### src/rtl/tmr_evt_pkg.sv
package tmr_evt_pkg;

    localparam int FLAG_W = 8;
    localparam int EVT_N  = 5;

    // Bit positions: software reads the register in this order.
    localparam int B_CP0  = 7;
    localparam int B_CP1  = 6;
    localparam int B_CM0  = 5;
    localparam int B_CM1  = 4;
    localparam int B_OUF  = 3;
    localparam int B_OCP0 = 2;
    localparam int B_OCM0 = 1;
    localparam int B_A0   = 0;

    typedef struct packed {
        logic cp0;
        logic cp1;
        logic cm0;
        logic cm1;
        logic ouf;
        logic ocp0;
        logic ocm0;
        logic a0;
    } flags_t;

    typedef struct packed {
        logic cp0;
        logic cp1;
        logic cm0;
        logic cm1;
        logic ouf;
    } evt_t;

    typedef struct packed {
        logic glb;
        logic cp0;
        logic cp1;
        logic cm0;
        logic cm1;
        logic ou;
    } ien_t;

endpackage

### src/rtl/tmr_evt_overrun.sv
module tmr_evt_overrun
    import tmr_evt_pkg::*;
(
    input  evt_t   evt,
    input  flags_t flags_q,
    input  logic   sw_cap0,
    output logic   set_ocp0,
    output logic   set_ocm0
);

    // A request arriving while its flag is still pending is an overrun.
    // A simulated capture always counts as one.
    always_comb begin
        set_ocp0 = sw_cap0 | (evt.cp0 & flags_q.cp0);
        set_ocm0 = evt.cm0 & flags_q.cm0;
    end

endmodule

### src/rtl/tmr_evt_flagbank.sv
module tmr_evt_flagbank
    import tmr_evt_pkg::*;
(
    input  logic              clk,
    input  logic              rst_n,
    input  logic              wr_en,
    input  logic [FLAG_W-1:0] wr_data,
    input  evt_t              evt,
    input  logic              bicap_mode,
    output flags_t            flags_q,
    output logic              sw_cap0_stb,
    output logic              sw_cap1_stb
);

    typedef struct packed {
        flags_t flags;
        logic   stb0;
        logic   stb1;
    } bank_st_t;

    bank_st_t st_d, st_q;

    logic [FLAG_W-1:0] clr_d, set_d, f_q, f_d;
    logic              sw0_d, sw1_d, set_ocp0, set_ocm0;

    assign f_q = st_q.flags;

    tmr_evt_overrun u_ovr (
        .evt      (evt),
        .flags_q  (st_q.flags),
        .sw_cap0  (sw0_d),
        .set_ocp0 (set_ocp0),
        .set_ocm0 (set_ocm0)
    );

    always_comb begin
        sw0_d = wr_en & wr_data[B_CP0];
        sw1_d = wr_en & wr_data[B_CP1] & ~bicap_mode;
        clr_d = wr_en ? ~wr_data : '0;

        set_d         = '0;
        set_d[B_CP0]  = evt.cp0 | sw0_d;
        set_d[B_CP1]  = evt.cp1 | sw1_d;
        set_d[B_CM0]  = evt.cm0;
        set_d[B_CM1]  = evt.cm1;
        set_d[B_OUF]  = evt.ouf;
        set_d[B_OCP0] = set_ocp0;
        set_d[B_OCM0] = set_ocm0;

        // Sticky bits: a clear is applied first, then the set, so the set wins.
        f_d = f_q;
        for (int i = 0; i < FLAG_W; i++) begin
            if (i != B_A0) begin
                f_d[i] = (f_q[i] & ~clr_d[i]) | set_d[i];
            end
        end
        f_d[B_A0] = wr_en ? wr_data[B_A0] : f_q[B_A0];

        st_d       = st_q;
        st_d.flags = flags_t'(f_d);
        st_d.stb0  = sw0_d;
        st_d.stb1  = sw1_d;
    end

    always_ff @(posedge clk or negedge rst_n) begin
        if (!rst_n) begin
            st_q <= '0;
        end else begin
            st_q <= st_d;
        end
    end

    assign flags_q     = st_q.flags;
    assign sw_cap0_stb = st_q.stb0;
    assign sw_cap1_stb = st_q.stb1;

    // a capture strobe always leaves CP0 set.
    p_cp0_set_r2: assert property (@(posedge clk) disable iff (!rst_n)
        evt.cp0 |=> flags_q.cp0);

    // without a write, a set capture flag holds.
    p_cp0_hold_r2: assert property (@(posedge clk) disable iff (!rst_n)
        (flags_q.cp0 && !wr_en) |=> flags_q.cp0);

    // a compare-0 match always leaves CM0 set.
    p_cm0_set_r3: assert property (@(posedge clk) disable iff (!rst_n)
        evt.cm0 |=> flags_q.cm0);

    // the software strobe comes with CP0 and OCP0 both set.
    p_sw0_flags_r4: assert property (@(posedge clk) disable iff (!rst_n)
        sw_cap0_stb |-> (flags_q.cp0 && flags_q.ocp0));

    // no register-1 software strobe follows a write made in bicapture mode.
    p_bicap_block_r5: assert property (@(posedge clk) disable iff (!rst_n)
        (wr_en && bicap_mode) |=> !sw_cap1_stb);

    // a compare-0 match on a pending CM0 leaves OCM0 set.
    p_ocm0_set_r6: assert property (@(posedge clk) disable iff (!rst_n)
        (evt.cm0 && flags_q.cm0) |=> flags_q.ocm0);

    // hardware never changes A0.
    p_a0_sw_only_r7: assert property (@(posedge clk) disable iff (!rst_n)
        !wr_en |=> $stable(flags_q.a0));

endmodule

### src/rtl/tmr_evt_irq.sv
module tmr_evt_irq
    import tmr_evt_pkg::*;
(
    input  flags_t flags,
    input  ien_t   ien,
    output logic   irq
);

    logic cap_or, cap_and, cap_req, oth_req;

    always_comb begin
        cap_or  = (flags.cp0 & ien.cp0) | (flags.cp1 & ien.cp1);
        cap_and = flags.cp0 & flags.cp1 & ien.cp0 & ien.cp1;
        cap_req = flags.a0 ? cap_and : cap_or;
        oth_req = (flags.cm0 & ien.cm0) | (flags.cm1 & ien.cm1) | (flags.ouf & ien.ou);
        irq     = ien.glb & (cap_req | oth_req);
    end

endmodule

### src/rtl/tmr_evt_flags.sv
module tmr_evt_flags
    import tmr_evt_pkg::*;
(
    input  logic        clk,
    input  logic        rst_n,
    input  logic        wr_en,
    input  logic [7:0]  wr_data,
    output logic [7:0]  rd_data,
    input  logic        cap0_evt,
    input  logic        cap1_evt,
    input  logic        cmp0_evt,
    input  logic        cmp1_evt,
    input  logic        ovf_evt,
    input  logic        glb_ie,
    input  logic        cap0_ie,
    input  logic        cap1_ie,
    input  logic        cmp0_ie,
    input  logic        cmp1_ie,
    input  logic        ovf_ie,
    input  logic        bicap_mode,
    output logic        sw_cap0_stb,
    output logic        sw_cap1_stb,
    output logic        irq
);

    evt_t   evt;
    ien_t   ien;
    flags_t flags_q;

    assign evt = '{cp0: cap0_evt, cp1: cap1_evt, cm0: cmp0_evt, cm1: cmp1_evt, ouf: ovf_evt};
    assign ien = '{glb: glb_ie, cp0: cap0_ie, cp1: cap1_ie, cm0: cmp0_ie, cm1: cmp1_ie, ou: ovf_ie};

    tmr_evt_flagbank u_bank (
        .clk         (clk),
        .rst_n       (rst_n),
        .wr_en       (wr_en),
        .wr_data     (wr_data),
        .evt         (evt),
        .bicap_mode  (bicap_mode),
        .flags_q     (flags_q),
        .sw_cap0_stb (sw_cap0_stb),
        .sw_cap1_stb (sw_cap1_stb)
    );

    tmr_evt_irq u_irq (
        .flags (flags_q),
        .ien   (ien),
        .irq   (irq)
    );

    assign rd_data = flags_q;

    // the global enable gates every source.
    p_glb_gate_r8: assert property (@(posedge clk) disable iff (!rst_n)
        !glb_ie |-> !irq);

    // in AND mode, with no compare or wrap request pending, irq needs both captures.
    p_and_mode_r10: assert property (@(posedge clk) disable iff (!rst_n)
        (irq && rd_data[B_A0] && !(rd_data[B_CM0] || rd_data[B_CM1] || rd_data[B_OUF]))
        |-> (rd_data[B_CP0] && rd_data[B_CP1] && cap0_ie && cap1_ie));

    // with enables unchanged and no write, a raised request stays raised.
    p_level_hold_r11: assert property (@(posedge clk) disable iff (!rst_n)
        (irq && !wr_en) |=>
        (irq || !$stable({glb_ie, cap0_ie, cap1_ie, cmp0_ie, cmp1_ie, ovf_ie})));

endmodule

### config.mk
export PLATFORM = sky130hd
export DESIGN_NAME = tmr_evt_flags
export DESIGN_NICKNAME = d
export VERILOG_FILES = /design/src/rtl/tmr_evt_pkg.sv /design/src/rtl/tmr_evt_overrun.sv /design/src/rtl/tmr_evt_flagbank.sv /design/src/rtl/tmr_evt_irq.sv /design/src/rtl/tmr_evt_flags.sv
export SDC_FILE = /design/constraint.sdc
export NUM_CORES = 1
export LEC_CHECK = 0
export BUFFER_PORTS_ARGS = -buffer_cell sky130_fd_sc_hd__buf_2
export CAP_MARGIN = 25
export CORE_AREA = 2 2 39 41
export CTS_CLUSTER_SIZE = 8
export DETAILED_ROUTE_END_ITERATION = 8
export DIE_AREA = 0 0 41 43
export PLACE_DENSITY_LB_ADDON = 0.08
export SETUP_SLACK_MARGIN = 0.02
export SLEW_MARGIN = 0
export SYNTH_ARGS = -nofsm -noshare
export SYNTH_HDL_FRONTEND = slang
export SYNTH_SLANG_ARGS = --single-unit
export TNS_END_PERCENT = 30
### constraint.sdc
create_clock -name clk -period 1.15 [get_ports clk]
set_input_delay 0.115 -clock clk [delete_from_list [all_inputs] [get_ports clk]]
set_output_delay 0.115 -clock clk [all_outputs]
set_load 0.05 [all_outputs]
* Word level (Yosys, flattened, before mapping)
Cells that the tools add are included.
** Cells by class
- Add/sub/neg operators :: 0
- Multipliers :: 0
- Div/mod/pow operators :: 0
- $lt $le $gt $ge :: 0
- Equal/unequal tests :: 0
- Shifts and indexed selects :: 0
- Multiplexer cells :: 2
- Bitwise gates (word level) :: 44
- Reduce and logical (&&, ||, !) cells :: 0
** Operators with widths (number)
- $and A1 B1 Y1 :: 21
- $or A1 B1 Y1 :: 14
- $mux W8 :: 1
- $not A1 Y1 :: 8
- $not A8 Y8 :: 1
- $mux W1 :: 1
** Storage, ports and cells
- Register bits after elaboration :: 10
- Latch bits :: 0
- Bits in writable memories :: 0
- ROM bits :: 0
- Output and inout port bits :: 11
- Memories :: 0

* Longest topological paths before layout
Gate-level depths: netlist of run 1.
- Depth after elaboration :: 6
- Mapped depth :: 3
- Mapped depth without buffers :: 3

* Hierarchy
Synthesis of run 1 repeated with hierarchy kept, for this count alone.
** Second synthesis, totals
- Cell total of the unflattened synthesis :: 37
- Area total of the unflattened synthesis :: 431.7 um^2
** Modules (own cells, without submodules)
- tmr_evt_flagbank :: instances 1, cells each 30, area an instance 381.6 um^2
- tmr_evt_irq :: instances 1, cells each 5, area an instance 36.3 um^2
- tmr_evt_overrun :: instances 1, cells each 2, area an instance 13.8 um^2

* Worst setup path before layout of run 1
OpenSTA, ideal clock, no wires.
- Kind :: reg-to-output
- Start :: register u_bank.st_q, in the netlist u_bank.flags_q[7]
- End :: output irq
- Arrival time :: 1.835 ns
- Data required time :: 1.035 ns
- Setup slack :: -0.800 ns
- Stages on the path, launching flop included :: 4
- Buffers on the path :: 0
- Cells stage by stage :: dfrtp_1 nand2_1 maj3_2 a21boi_1
** Between the ends
- Cells in the longest elaborated chain, start to end :: 6
- Elaborated cells between the ends (all ways) :: 8
- Classes of those cells :: 1 x mux; 7 x bitwise
** Ends and longest elaborated chain
- from (decl) :: RTL line tmr_evt_flagbank.sv:21 : bank_st_t st_d, st_q;
- from (signal assigned) :: RTL line tmr_evt_flagbank.sv:69 : st_q <= st_d;
- $and A1 B1 Y1 (3 in a row) :: RTL line tmr_evt_irq.sv:13 : cap_and = flags.cp0 & flags.cp1 & ien.cp0 & ien.cp1;
- $mux W1 (*) :: RTL line tmr_evt_irq.sv:14 : cap_req = flags.a0 ? cap_and : cap_or;
- $or A1 B1 Y1 (*) :: RTL line tmr_evt_irq.sv:16 : irq = ien.glb & (cap_req | oth_req);
- $and A1 B1 Y1 (*) :: RTL line tmr_evt_irq.sv:16
- to (decl) :: RTL line tmr_evt_flags.sv:23 : output logic irq
Every way passes the cells marked *; elsewhere a longest branch is shown, timed or not.

* Worst setup path in the final report of run 1
- Start :: register u_bank.st_q, in the netlist u_bank.flags_q[5]
- End :: output irq
** Between the ends
- Cells in the longest elaborated chain, start to end :: 5
** Ends and longest elaborated chain
- $and A1 B1 Y1 :: RTL line tmr_evt_irq.sv:15 : oth_req = (flags.cm0 & ien.cm0) | (flags.cm1 & ien.cm1) | (flags.ouf & ien.ou);
- $or A1 B1 Y1 (2 in a row) :: RTL line tmr_evt_irq.sv:15
- $or A1 B1 Y1 :: RTL line tmr_evt_irq.sv:16
- $and A1 B1 Y1 :: RTL line tmr_evt_irq.sv:16
No other way between the ends.

==> results_tabular.tex, run 1 <==
\begin{tabular}{lr}
\hline
Metric & Value \\
\hline
\multicolumn{2}{l}{\textbf{Run status}} \\
Run status & finished with violations \\
Failing checks & setup timing \\
\multicolumn{2}{l}{\textbf{Placed design}} \\
Cell area reported after detailed placement & 649 um\^{}2 \\
Post-DP HPWL & 793 um \\
Instance count after placement with tap cells included & 90 \\
Last weighted congestion value of the routability-driven placer & 0.631 \\
Port-buffer cells & 33 \\
\multicolumn{2}{l}{\textbf{Pwr}} \\
Seq pwr share & 40.3\% \\
Leakage & 0.358 nW \\
Gate power share & 27.7\% \\
Worst voltage drop across the vdd grid & 0.654 mV \\
Clock network fraction of design power & 32.0\% \\
Power per standard cell area & 1360 nW/um\^{}2 \\
Sw Pwr & 290 uW \\
Sw Ratio & 30.1\% \\
Internal power of the cells & 675 uW \\
\multicolumn{2}{l}{\textbf{Worst setup path}} \\
Kind of launch point of the worst setup path & flip-flop \\
Crit path max-delay cell type & dfrtp\_2 \\
Path length in cells of the critical path & 4 \\
Family with the most delay on the worst path & flip-flops \\
R2r endpoint & u\_bank.flags\_q[7]\$\_DFF\_PN0\_ \\
Endpoint arrival time on the critical path & 1330 ps \\
Worst reg2reg path startpoint & u\_bank.flags\_q[7]\$\_DFF\_PN0\_ \\
Critical path type & flip-flop to primary output \\
Critical-path cell list & a222oi\_1, buf\_4, a21boi\_4, buf\_6 \\
Buf/Inv on CP & 2 \\
CP Max Fanout & 2 \\
Critical path's largest stage delay & 400 ps \\
FF-to-FF setup slack & 190 ps \\
Req. time, crit path & 1030 ps \\
Element type at the critical path end & primary output \\
Worst r2r path cells & 2 \\
CP Launch Point & u\_bank.flags\_q[5]\$\_DFF\_PN0\_ \\
\multicolumn{2}{l}{\textbf{GRT}} \\
Maximum number of pins on one net before global-route repair & 11 \\
Global-route usage over all layers & 12.1\% \\
Initial antenna violation count & 0 \\
Global-route congestion overflow total & 0 \\
Wire length of the first global-routing pass & 1.44 mm \\
Vias in the first global route & 365 \\
\multicolumn{2}{l}{\textbf{Yosys}} \\
Commonest register cell after synthesis & dfrtp\_1 \\
Avg Synthesized Cell Area & 11.5 um\^{}2 \\
Combinational family with the most area after synthesis & compound AO/OA/AOI/OAI gates \\
Synth top cells by count & 10 x dfrtp\_1, 5 x nand2\_1, 5 x o21ai\_0 \\
Xor and xnor fraction of the mapped netlist area & 0\% \\
Synthesized Nets & 58 \\
Fraction of the yosys area taken by sequential cells & 62.1\% \\
Most repeated cell in the gate-level netlist after synthesis & dfrtp\_1 \\
Share of flip-flops with an asynchronous set or reset after synthesis & 100\% \\
Area share of fa/ha/maj cells after synthesis & 2.80\% \\
Synth Area in Compound Gates & 15.8\% \\
Distinct cells, synth & 14 \\
Top area cells in the synthesized netlist & dfrtp\_1 62\%, nand2b\_1 6.2\%, o21ai\_0 6.2\% \\
Synthesis-stage register bit count & 10 \\
Post-Synthesis Cells & 35 \\
Area share of the leading cell type in the synthesized netlist & 62.1\% \\
Simple-Gate Fraction of Synth Area & 15.5\% \\
Synthesis Warnings & 0 \\
Biggest area consumer among synthesized cells & dfrtp\_1 \\
Mux cell area share after synthesis & 2.80\% \\
Number of enable-type register cells in the synthesized netlist & 0 \\
Cell Area, Synth & 403 um\^{}2 \\
\multicolumn{2}{l}{\textbf{Clocking}} \\
Sink Count & 10 \\
Buffer depth of the longest clock path & 2 \\
Clock slew at the register clock pins of the worst setup and hold paths & 70 ps \\
Clock latency of the later-clocked register in the worst-skew pair & 260 ps \\
Deepest level of the CTS H-tree & 1 \\
Post-CTS setup-driven buffer insertion count & 0 \\
Number of buffers created by CTS & 3 \\
Root Driver & clkbuf\_4 \\
Clock tree from TritonCTS & yes \\
\multicolumn{2}{l}{\textbf{Final layout}} \\
Finished layout cell area & 712 um\^{}2 \\
Proportion of layout cells with a drive suffix above 1 & 64.6\% \\
Area grow syn2layout & 76.7\% \\
Final \#Nets & 103 \\
Final antenna diode count & 0 \\
Final standard cell count with taps included and fillers excluded & 95 \\
\multicolumn{2}{l}{\textbf{Timing}} \\
Total of endpoints with negative setup slack in the final report & 1 \\
Final number of max-transition violations & 0 \\
RSZ-0062 raised after global routing & yes \\
Share of the clock period used by the worst path & 126\% \\
Slew @ Worst Pin & 263 ps \\
Minimum setup slack in the final design & -294 ps \\
Post-route minimum period & 1440 ps \\
Slew headroom & 82.5\% \\
Peak clock frequency supported by timing & 693 MHz \\
Worst clock skew on the final layout & 4.61 ps \\
Final hold viol count & 0 \\
Worst hold-check slack & 41.5 ps \\
\multicolumn{2}{l}{\textbf{Detailed routing}} \\
Total Wirelength & 1.01 mm \\
Vias per cell & 4.39 \\
Vias & 417 \\
Violation count after the first detailed-routing iteration & 4 \\
Drt wl/cell & 10.6 um \\
Residual DRC & 0 \\
Count of antenna-violating nets left after detailed routing & 0 \\
Number of iterations in the first detailed-routing pass & 4 \\
\multicolumn{2}{l}{\textbf{Die}} \\
Die ar. & 1760 um\^{}2 \\
Starting utilization of the core area & 29.1\% \\
Die width & 41 um \\
Die Span Y & 43 um \\
IO Count & 34 \\
Cell Rows & 14 \\
Placeable core region & 1380 um\^{}2 \\
\multicolumn{2}{l}{\textbf{Worst hold path}} \\
Cell count of the worst hold path & 2 \\
Worst Hold End & u\_bank.flags\_q[6]\$\_DFF\_PN0\_ \\
Worst hold path startpoint & cap1\_evt \\
Worst hold-check path type & input pin to flip-flop \\
\multicolumn{2}{l}{\textbf{Flow run}} \\
Max capacitance violation total & 0 \\
\hline
\end{tabular}
per-stage QoR:
stage | setup WS, ps | util (%) | setup TNS, ps | power [mW]
CTS | -307 | 50.7 | -307 | 0.972
floorplan | -241 | - | -241 | 0.549
global route | -373 | 51.4 | -373 | 1.02
detailed placement | -89.0 | 46.9 | -89.0 | 0.652
global placement | -78.2 | 46.9 | -78.2 | 0.651
finish | -294 | 51.4 | -294 | 0.965
worst max path at each step:
stage	to	slack (ps)
6_report	irq	-290
5_1_grt	irq	-370
4_1_cts	irq	-310
3_5_place_dp	irq	-90
3_3_place_gp	irq	-80
2_1_floorplan	irq	-240
registers in the layout, indices dropped and copies added (netlist names):
name and cells:
u_bank.flags_q 8, u_bank.sw_cap0_stb 1, u_bank.sw_cap1_stb 1
per-layer routing:
metal,routed length [um],share of wire [%],GRT usage (%)
met1,443,44,16.4
met2,445,44,17.2
met3,113,11,3.14
met4,7,0.69,6.00
met5,0,0,0
cells in the final DEF (no fill, tap or decap):
master	synthesis	final
nand2b_1	4	4
nor2b_1	1	1
maj3_2	1	1
a222oi_1	1	1
o22ai_1	1	1
clkbuf_4	0	3
dlygate4sd3_1	0	1
mux2_2	1	1
a21oi_1	1	1
a211o_2	1	1
and2_1	2	2
o21ai_0	5	5
buf_2	0	28
clkbuf_8	0	1
a21boi_4	0	1
buf_4	0	10
dfrtp_2	0	4
inv_1	1	1
dfrtp_1	10	6
buf_6	0	1
nand2_1	5	5
worst register-to-register path: cells and delay by family, from the launching register on:
family          cells  cell delay, ps
compound gates      1             310
buf+inv             1             140
flops               1             400
power by group through the flow:
stage / logic, mW / clock network, mW / registers [mW]
floorplan: 0.0607 / 0 / 0.488
global placement: 0.256 / 0 / 0.395
detailed placement: 0.256 / 0 / 0.396
CTS: 0.263 / 0.319 / 0.389
global route: 0.287 / 0.338 / 0.392
finish: 0.268 / 0.308 / 0.389
repair_timing:
action | 4_1_cts | 5_1_grt
hold buffers | 1 | 0
hold endpoints to repair | 10 | 0
setup endpoints to repair | 1 | 5
resized for setup | 2 | 8
pin swaps | 2 | 0
cell type report:
cell class	count	area (um^2)
fillers	138	672
flip-flops and latches	10	255
repair buffers	40	236
multi-input cells	24	160
clock buffers	4	36.3
well taps	16	20.0
inverters	1	3.75
cell families after synthesis:
group | after synthesis
AOI/OAI and AO/OA | 10
adders and majority gates | 1
buffers and inverters | 1
DFF | 10
muxes | 1
and+or+nand+nor | 12
Note: power is estimated with default switching activity, not from simulation.
==> run 2: changes to the inputs <==
Settings changed: ABC_AREA set to 1.
==> run 2 against run 1 <==
- the run still ends with setup timing left
- global-route usage is 0.94 points higher
- final area is 3.9% lower
- synthesized cell count is 51% higher
- fmax is 8.5% higher
- clock skew is 4.4 ps lower
- combinational power is 7.5% lower
- final cell count is 12% higher
- critical path type unchanged
- critical endpoint unchanged
- largest cell class unchanged
==> results_tabular.tex, run 2 <==
\begin{tabular}{lr}
\hline
Metric & Value \\
\hline
\multicolumn{2}{l}{\textbf{Final layout}} \\
Area grow syn2layout & 59.9\% \\
Proportion of layout cells with a drive suffix above 1 & 55.6\% \\
Final standard cell count with taps included and fillers excluded & 106 \\
Final \#Nets & 115 \\
Final antenna diode count & 0 \\
Flip-flop count of the largest register, all copies and words added & 8 \\
Most frequent standard cell in the layout excluding fill and tap cells & buf\_2 \\
Most frequent cells in the layout & 32 x buf\_2, 19 x nand2\_1, 7 x o21ai\_0, 6 x inv\_1, 6 x dfrtp\_2 \\
Fillers & 160 \\
\multicolumn{2}{l}{\textbf{GRT}} \\
Initial antenna violation count & 0 \\
Global-route usage over all layers & 13.0\% \\
Wire length of the first global-routing pass & 1.41 mm \\
Vias in the first global route & 387 \\
Global-route congestion overflow total & 0 \\
Maximum number of pins on one net before global-route repair & 11 \\
\multicolumn{2}{l}{\textbf{Yosys}} \\
Synthesis-stage register bit count & 10 \\
Fraction of the yosys area taken by sequential cells & 58.5\% \\
Avg Synthesized Cell Area & 8.07 um\^{}2 \\
Area share of the leading cell type in the synthesized netlist & 58.5\% \\
Top area cells in the synthesized netlist & dfrtp\_1 58\%, nand2\_1 18\%, o21ai\_0 8.2\% \\
Cell Area, Synth & 428 um\^{}2 \\
Synthesis Warnings & 0 \\
Biggest area consumer among synthesized cells & dfrtp\_1 \\
Number of enable-type register cells in the synthesized netlist & 0 \\
Most repeated cell in the gate-level netlist after synthesis & nand2\_1 \\
Distinct cells, synth & 9 \\
Synthesized Nets & 76 \\
Share of flip-flops with an asynchronous set or reset after synthesis & 100\% \\
Synth top cells by count & 20 x nand2\_1, 10 x dfrtp\_1, 7 x inv\_1, 7 x o21ai\_0 \\
Post-Synthesis Cells & 53 \\
Commonest register cell after synthesis & dfrtp\_1 \\
\multicolumn{2}{l}{\textbf{Pwr}} \\
Internal power of the cells & 579 uW \\
Worst voltage drop across the vdd grid & 0.690 mV \\
Sw Pwr & 295 uW \\
Leakage & 0.380 nW \\
Gate power share & 28.4\% \\
Sw Ratio & 33.7\% \\
Clock network fraction of design power & 26.4\% \\
PnR Total Power & 874 uW \\
Power per standard cell area & 1280 nW/um\^{}2 \\
Seq pwr share & 45.2\% \\
\multicolumn{2}{l}{\textbf{Detailed routing}} \\
Violation count after the first detailed-routing iteration & 1 \\
Met2 wire length & 434 um \\
Vias per cell & 4.36 \\
DRT met1 WL & 430 um \\
Total Wirelength & 983 um \\
Residual DRC & 0 \\
Count of antenna-violating nets left after detailed routing & 0 \\
Drt wl/cell & 9.27 um \\
Vias & 462 \\
Highest layer used for signal routing & met4 \\
Total met3 wirelength after detailed routing & 91 um \\
Number of iterations in the first detailed-routing pass & 2 \\
\multicolumn{2}{l}{\textbf{Timing}} \\
Worst clock skew on the final layout & 0.207 ps \\
Final number of max-transition violations & 0 \\
Share of the clock period used by the worst path & 116\% \\
Total of endpoints with negative setup slack in the final report & 1 \\
Peak clock frequency supported by timing & 752 MHz \\
Minimum setup slack in the final design & -180 ps \\
Final hold viol count & 0 \\
RSZ-0062 raised after global routing & yes \\
Post-route minimum period & 1330 ps \\
Worst hold-check slack & 32.4 ps \\
Slew headroom & 83.2\% \\
Slew @ Worst Pin & 254 ps \\
\multicolumn{2}{l}{\textbf{Worst setup path}} \\
Worst reg2reg path startpoint & u\_bank.flags\_q[7]\$\_DFF\_PN0\_ \\
Critical path's largest stage delay & 410 ps \\
Kind of launch point of the worst setup path & flip-flop \\
Endpoint arrival time on the critical path & 1220 ps \\
CP Launch Point & u\_bank.flags\_q[0]\$\_DFFE\_PN0P\_ \\
Critical-path cell list & inv\_2, nand3\_2, nand2\_1, nand2\_2, a21oi\_4, buf\_8 \\
Req. time, crit path & 1030 ps \\
Crit path max-delay cell type & dfrtp\_2 \\
Critical path type & flip-flop to primary output \\
CP Max Fanout & 3 \\
Element type at the critical path end & primary output \\
\multicolumn{2}{l}{\textbf{Clocking}} \\
Clock slew at the register clock pins of the worst setup and hold paths & 60 ps \\
Post-CTS setup-driven buffer insertion count & 0 \\
Buffer depth of the longest clock path & 2 \\
Clock latency of the later-clocked register in the worst-skew pair & 260 ps \\
Deepest level of the CTS H-tree & 1 \\
Clock tree from TritonCTS & yes \\
Root Driver & clkbuf\_4 \\
Number of buffers created by CTS & 3 \\
Sink Count & 10 \\
\multicolumn{2}{l}{\textbf{Flow run}} \\
Max capacitance violation total & 0 \\
\multicolumn{2}{l}{\textbf{Die}} \\
IO Count & 34 \\
Cell Rows & 14 \\
Die width & 41 um \\
Placeable core region & 1380 um\^{}2 \\
Starting utilization of the core area & 30.9\% \\
Die ar. & 1760 um\^{}2 \\
Die Span Y & 43 um \\
\multicolumn{2}{l}{\textbf{Placed design}} \\
Port-buffer cells & 33 \\
Worst slack at placement & 6.86 ps \\
Post-DP HPWL & 749 um \\
Instance count after placement with tap cells included & 102 \\
Last weighted congestion value of the routability-driven placer & 0.654 \\
\multicolumn{2}{l}{\textbf{Run status}} \\
Run status & finished with violations \\
Failing checks & setup timing \\
\multicolumn{2}{l}{\textbf{Worst hold path}} \\
Worst hold-check path type & input pin to flip-flop \\
Worst hold path startpoint & cmp1\_evt \\
\hline
\end{tabular}
-- run 2: area by class of cell --
cell class | instances | area (um^2) | area share (%)
sequential | 10 | 258 | 37.7
timing repair buffer | 34 | 185 | 27.1
multi-input combinational | 34 | 165 | 24.1
inverter | 9 | 33.8 | 4.94
clock buffer | 3 | 22.5 | 3.29
tap | 16 | 20.0 | 2.93
-- run 2: path summary, 6_finish.rpt --
kind | slack, ps | endpoint | cells after the start
min in group asynchronous | 240 | u_bank.sw_cap1_stb$_DFF_PN0_ | 2
setup / recovery | -180 | irq | 6
setup reg to reg | 410 | u_bank.flags_q[7]$_DFF_PN0_ | 2
hold / removal | 30 | u_bank.flags_q[4]$_DFF_PN0_ | 3
max in group asynchronous | 710 | u_bank.flags_q[6]$_DFF_PN0_ | 2
hold reg to reg | 490 | u_bank.flags_q[1]$_DFF_PN0_ | 2
-- run 2: repair_timing --
| action | CTS | global route |
|---|---|---|
| hold buffers | 1 | 0 |
| setup endpoints to repair | 1 | 1 |
| gates cloned | 0 | 0 |
| hold endpoints to repair | 10 | 0 |
| resized for setup | 4 | 1 |
| pin swaps | 3 | 0 |
-- run 2: power groups by stage --
| stage | registers, mW | clock network (mW) | logic (mW) |
|---|---|---|---|
| after CTS | 0.395 | 0.245 | 0.248 |
| after detailed placement | 0.402 | 0 | 0.237 |
| after global routing | 0.398 | 0.253 | 0.271 |
| after global placement | 0.401 | 0 | 0.236 |
| final | 0.395 | 0.231 | 0.248 |
| after floorplan | 0.488 | 0 | 0.0671 |
-- run 2: cell families after synthesis --
kind of cell | count (synthesis) | synth area share [%]
flip-flops | 10 | 58.5
buffers and inverters | 9 | 7.90
AO/OA/AOI/OAI | 9 | 10.5
AND/OR/NAND/NOR | 25 | 23.1
-- run 2: metrics by stage --
| step | util [%] | cell area, um^2 | TNS, ps |
|---|---|---|---|
| 6_report | 49.5 | 684 | -180 |
| 4_1_cts | 49.2 | 681 | -183 |
| 3_3_place_gp | 45.8 | 634 | 0 |
| 5_1_grt | 49.5 | 684 | -236 |
| 2_1_floorplan | - | 449 | -82.4 |
| 3_5_place_dp | 45.8 | 634 | 0 |
-- run 2: routing by layer --
metal / vias to the layer above / track usage (%)
li1: 236 / -
met1: 202 / 13.5
met2: 21 / 19.1
met3: 3 / 4.71
met4: 0 / 12.0
met5: - / 0
-- run 2: critical path: cells and delay by family (launching register included) --
family / cells / cell delay, ps
simple gates: 3 / 180
compound gates: 1 / 130
flops: 1 / 410
buf+inv: 2 / 220
==> run 3: changes to the inputs <==
Settings changed: ABC_AREA 1 to 0.
Clock period 1.15 ns to 1.3 ns, I/O delays scaled along.
==> run 3 against run 2 <==
- the run still ends with setup timing left
- register-to-register slack worse by 70 ps
- non-clock buffer count up 2
- final area down 1.8%
- core utilization down 0.90 points
- sequential share of layout area up 0.33 points
- final cell count down 14%
- wire length down 2.6%
- global-route usage down 0.85 points
- via count down 14%
- clock skew up 0.86 ps
- flip-flop and latch count unchanged
- worst setup slack worse by 17 ps
- highest routed layer is now met3
==> results_tabular.tex, run 3 (synthesis results as in run 1) <==
\begin{tabular}{lr}
\hline
Metric & Value \\
\hline
\multicolumn{2}{l}{\textbf{Worst setup path}} \\
Worst r2r path cells & 2 \\
Kind of launch point of the worst setup path & flip-flop \\
Worst reg2reg path startpoint & u\_bank.flags\_q[7]\$\_DFF\_PN0\_ \\
FF-to-FF setup slack & 340 ps \\
R2r endpoint & u\_bank.flags\_q[7]\$\_DFF\_PN0\_ \\
Endpoint arrival time on the critical path & 1370 ps \\
Element type at the critical path end & primary output \\
CP Max Fanout & 2 \\
Req. time, crit path & 1170 ps \\
Critical path type & flip-flop to primary output \\
\multicolumn{2}{l}{\textbf{Worst hold path}} \\
Worst hold-check path type & input pin to flip-flop \\
Cell count of the worst hold path & 2 \\
Worst Hold End & u\_bank.flags\_q[6]\$\_DFF\_PN0\_ \\
Worst hold path startpoint & cap1\_evt \\
\multicolumn{2}{l}{\textbf{Detailed routing}} \\
Vias per cell & 4.38 \\
Vias & 399 \\
Highest layer used for signal routing & met3 \\
Number of iterations in the first detailed-routing pass & 4 \\
DRT met1 WL & 416 um \\
Count of antenna-violating nets left after detailed routing & 0 \\
Met2 wire length & 441 um \\
Violation count after the first detailed-routing iteration & 2 \\
Residual DRC & 0 \\
Drt wl/cell & 10.5 um \\
Total Wirelength & 957 um \\
Total met3 wirelength after detailed routing & 99 um \\
\multicolumn{2}{l}{\textbf{GRT}} \\
Initial antenna violation count & 0 \\
Maximum number of pins on one net before global-route repair & 11 \\
Global-route usage over all layers & 12.2\% \\
Vias in the first global route & 360 \\
Global-route congestion overflow total & 0 \\
Wire length of the first global-routing pass & 1.42 mm \\
\multicolumn{2}{l}{\textbf{Clocking}} \\
Buffer depth of the longest clock path & 2 \\
Deepest level of the CTS H-tree & 1 \\
Clock tree from TritonCTS & yes \\
Root Driver & clkbuf\_4 \\
Number of buffers created by CTS & 3 \\
Clock latency of the later-clocked register in the worst-skew pair & 260 ps \\
Clock slew at the register clock pins of the worst setup and hold paths & 70 ps \\
Sink Count & 10 \\
\multicolumn{2}{l}{\textbf{Pwr}} \\
Sw Ratio & 31.0\% \\
Worst voltage drop across the vdd grid & 0.595 mV \\
Power per standard cell area & 1250 nW/um\^{}2 \\
PnR Total Power & 841 uW \\
Sw Pwr & 261 uW \\
Internal power of the cells & 580 uW \\
Seq pwr share & 41.0\% \\
Leakage & 0.334 nW \\
Gate power share & 25.6\% \\
Clock network fraction of design power & 33.4\% \\
\multicolumn{2}{l}{\textbf{Placed design}} \\
Instance count after placement with tap cells included & 85 \\
Worst slack at placement & -28.9 ps \\
Post-DP HPWL & 779 um \\
Last weighted congestion value of the routability-driven placer & 0.666 \\
Port-buffer cells & 33 \\
\multicolumn{2}{l}{\textbf{Flow run}} \\
Max capacitance violation total & 0 \\
\multicolumn{2}{l}{\textbf{Final layout}} \\
Final antenna diode count & 0 \\
Most frequent cells in the layout & 32 x buf\_2, 6 x dfrtp\_1, 5 x o21ai\_0, 5 x nand2\_1 \\
Proportion of layout cells with a drive suffix above 1 & 62.7\% \\
Most frequent standard cell in the layout excluding fill and tap cells & buf\_2 \\
Fillers & 131 \\
Area grow syn2layout & 66.8\% \\
Final \#Nets & 99 \\
Final standard cell count with taps included and fillers excluded & 91 \\
Flip-flop count of the largest register, all copies and words added & 8 \\
\multicolumn{2}{l}{\textbf{Timing}} \\
RSZ-0062 raised after global routing & yes \\
Final hold viol count & 0 \\
Peak clock frequency supported by timing & 668 MHz \\
Share of the clock period used by the worst path & 115\% \\
Post-route minimum period & 1500 ps \\
Slew @ Worst Pin & 438 ps \\
Slew headroom & 70.8\% \\
Worst clock skew on the final layout & 1.07 ps \\
Total of endpoints with negative setup slack in the final report & 1 \\
Worst hold-check slack & 53.8 ps \\
Minimum setup slack in the final design & -197 ps \\
Final number of max-transition violations & 0 \\
\multicolumn{2}{l}{\textbf{Die}} \\
Starting utilization of the core area & 29.1\% \\
Die Span Y & 43 um \\
IO Count & 34 \\
Placeable core region & 1380 um\^{}2 \\
Die width & 41 um \\
Cell Rows & 14 \\
Die ar. & 1760 um\^{}2 \\
\multicolumn{2}{l}{\textbf{Run status}} \\
Failing checks & setup timing \\
Run status & finished with violations \\
\hline
\end{tabular}
## run 3: cell count changes in the layout (fill, tap and decap cells not counted), sizes merged, moves of 3 or more
cell,delta
nor2,-3
inv,-8
nand2,-15
nand2b,+4
## run 3: worst max-delay path by stage
stage	startpoint	endpoint	slack [ps]	depth (start not counted)
finish	u_bank.flags_q[5]$_DFF_PN0_	irq	-200	3
global route	u_bank.flags_q[5]$_DFF_PN0_	irq	-240	3
CTS	u_bank.flags_q[5]$_DFF_PN0_	irq	-210	3
detailed placement	u_bank.flags_q[5]$_DFF_PN0_	irq	-30	3
global placement	u_bank.flags_q[5]$_DFF_PN0_	irq	-9	3
floorplan	u_bank.flags_q[6]$_DFF_PN0_	irq	-110	3
## run 3: routing by layer
layer	vias up	global-route usage, %
met4	0	6.00
met3	0	3.66
met5	-	0
met2	22	18.4
li1	206	-
met1	171	15.1
## run 3: cell type report
cell class / instances / area, um^2 / area share [%]
sequential: 10 / 255 / 38.0
timing repair buffer: 36 / 196 / 29.2
multi-input combinational: 24 / 160 / 23.8
clock buffer: 4 / 36.3 / 5.40
tap: 16 / 20.0 / 2.98
inverter: 1 / 3.75 / 0.559
## run 3: critical path, stage by stage (launching register included)
cell and delay (ps):
dfrtp_2 400, a222oi_1 440, a21boi_4 90, buf_6 170
## run 3: stage by stage
| stage | setup TNS, ps | util, % | cell area [um^2] |
|---|---|---|---|
| after floorplan | -106 | - | 419 |
| after global placement | -8.52 | 44.2 | 612 |
| after detailed placement | -28.9 | 44.2 | 612 |
| after CTS | -208 | 48.6 | 672 |
| after global routing | -243 | 48.6 | 672 |
| final | -197 | 48.6 | 672 |
## run 3: repair_timing
item                                   CTS  global route
hold buffers                             1             0
endpoints found under the hold margin   10             0
buffers inserted                         1             0
setup endpoints to repair                1             1
resized for setup                        2             0
pin swaps                                2             1
## run 3: power by group through the flow
| stage | logic (mW) | clock network [mW] | registers [mW] |
|---|---|---|---|
| 2_1_floorplan | 0.0537 | 0 | 0.432 |
| 3_3_place_gp | 0.208 | 0 | 0.352 |
| 3_5_place_dp | 0.209 | 0 | 0.353 |
| 4_1_cts | 0.219 | 0.291 | 0.346 |
| 5_1_grt | 0.232 | 0.301 | 0.349 |
| 6_report | 0.215 | 0.281 | 0.345 |
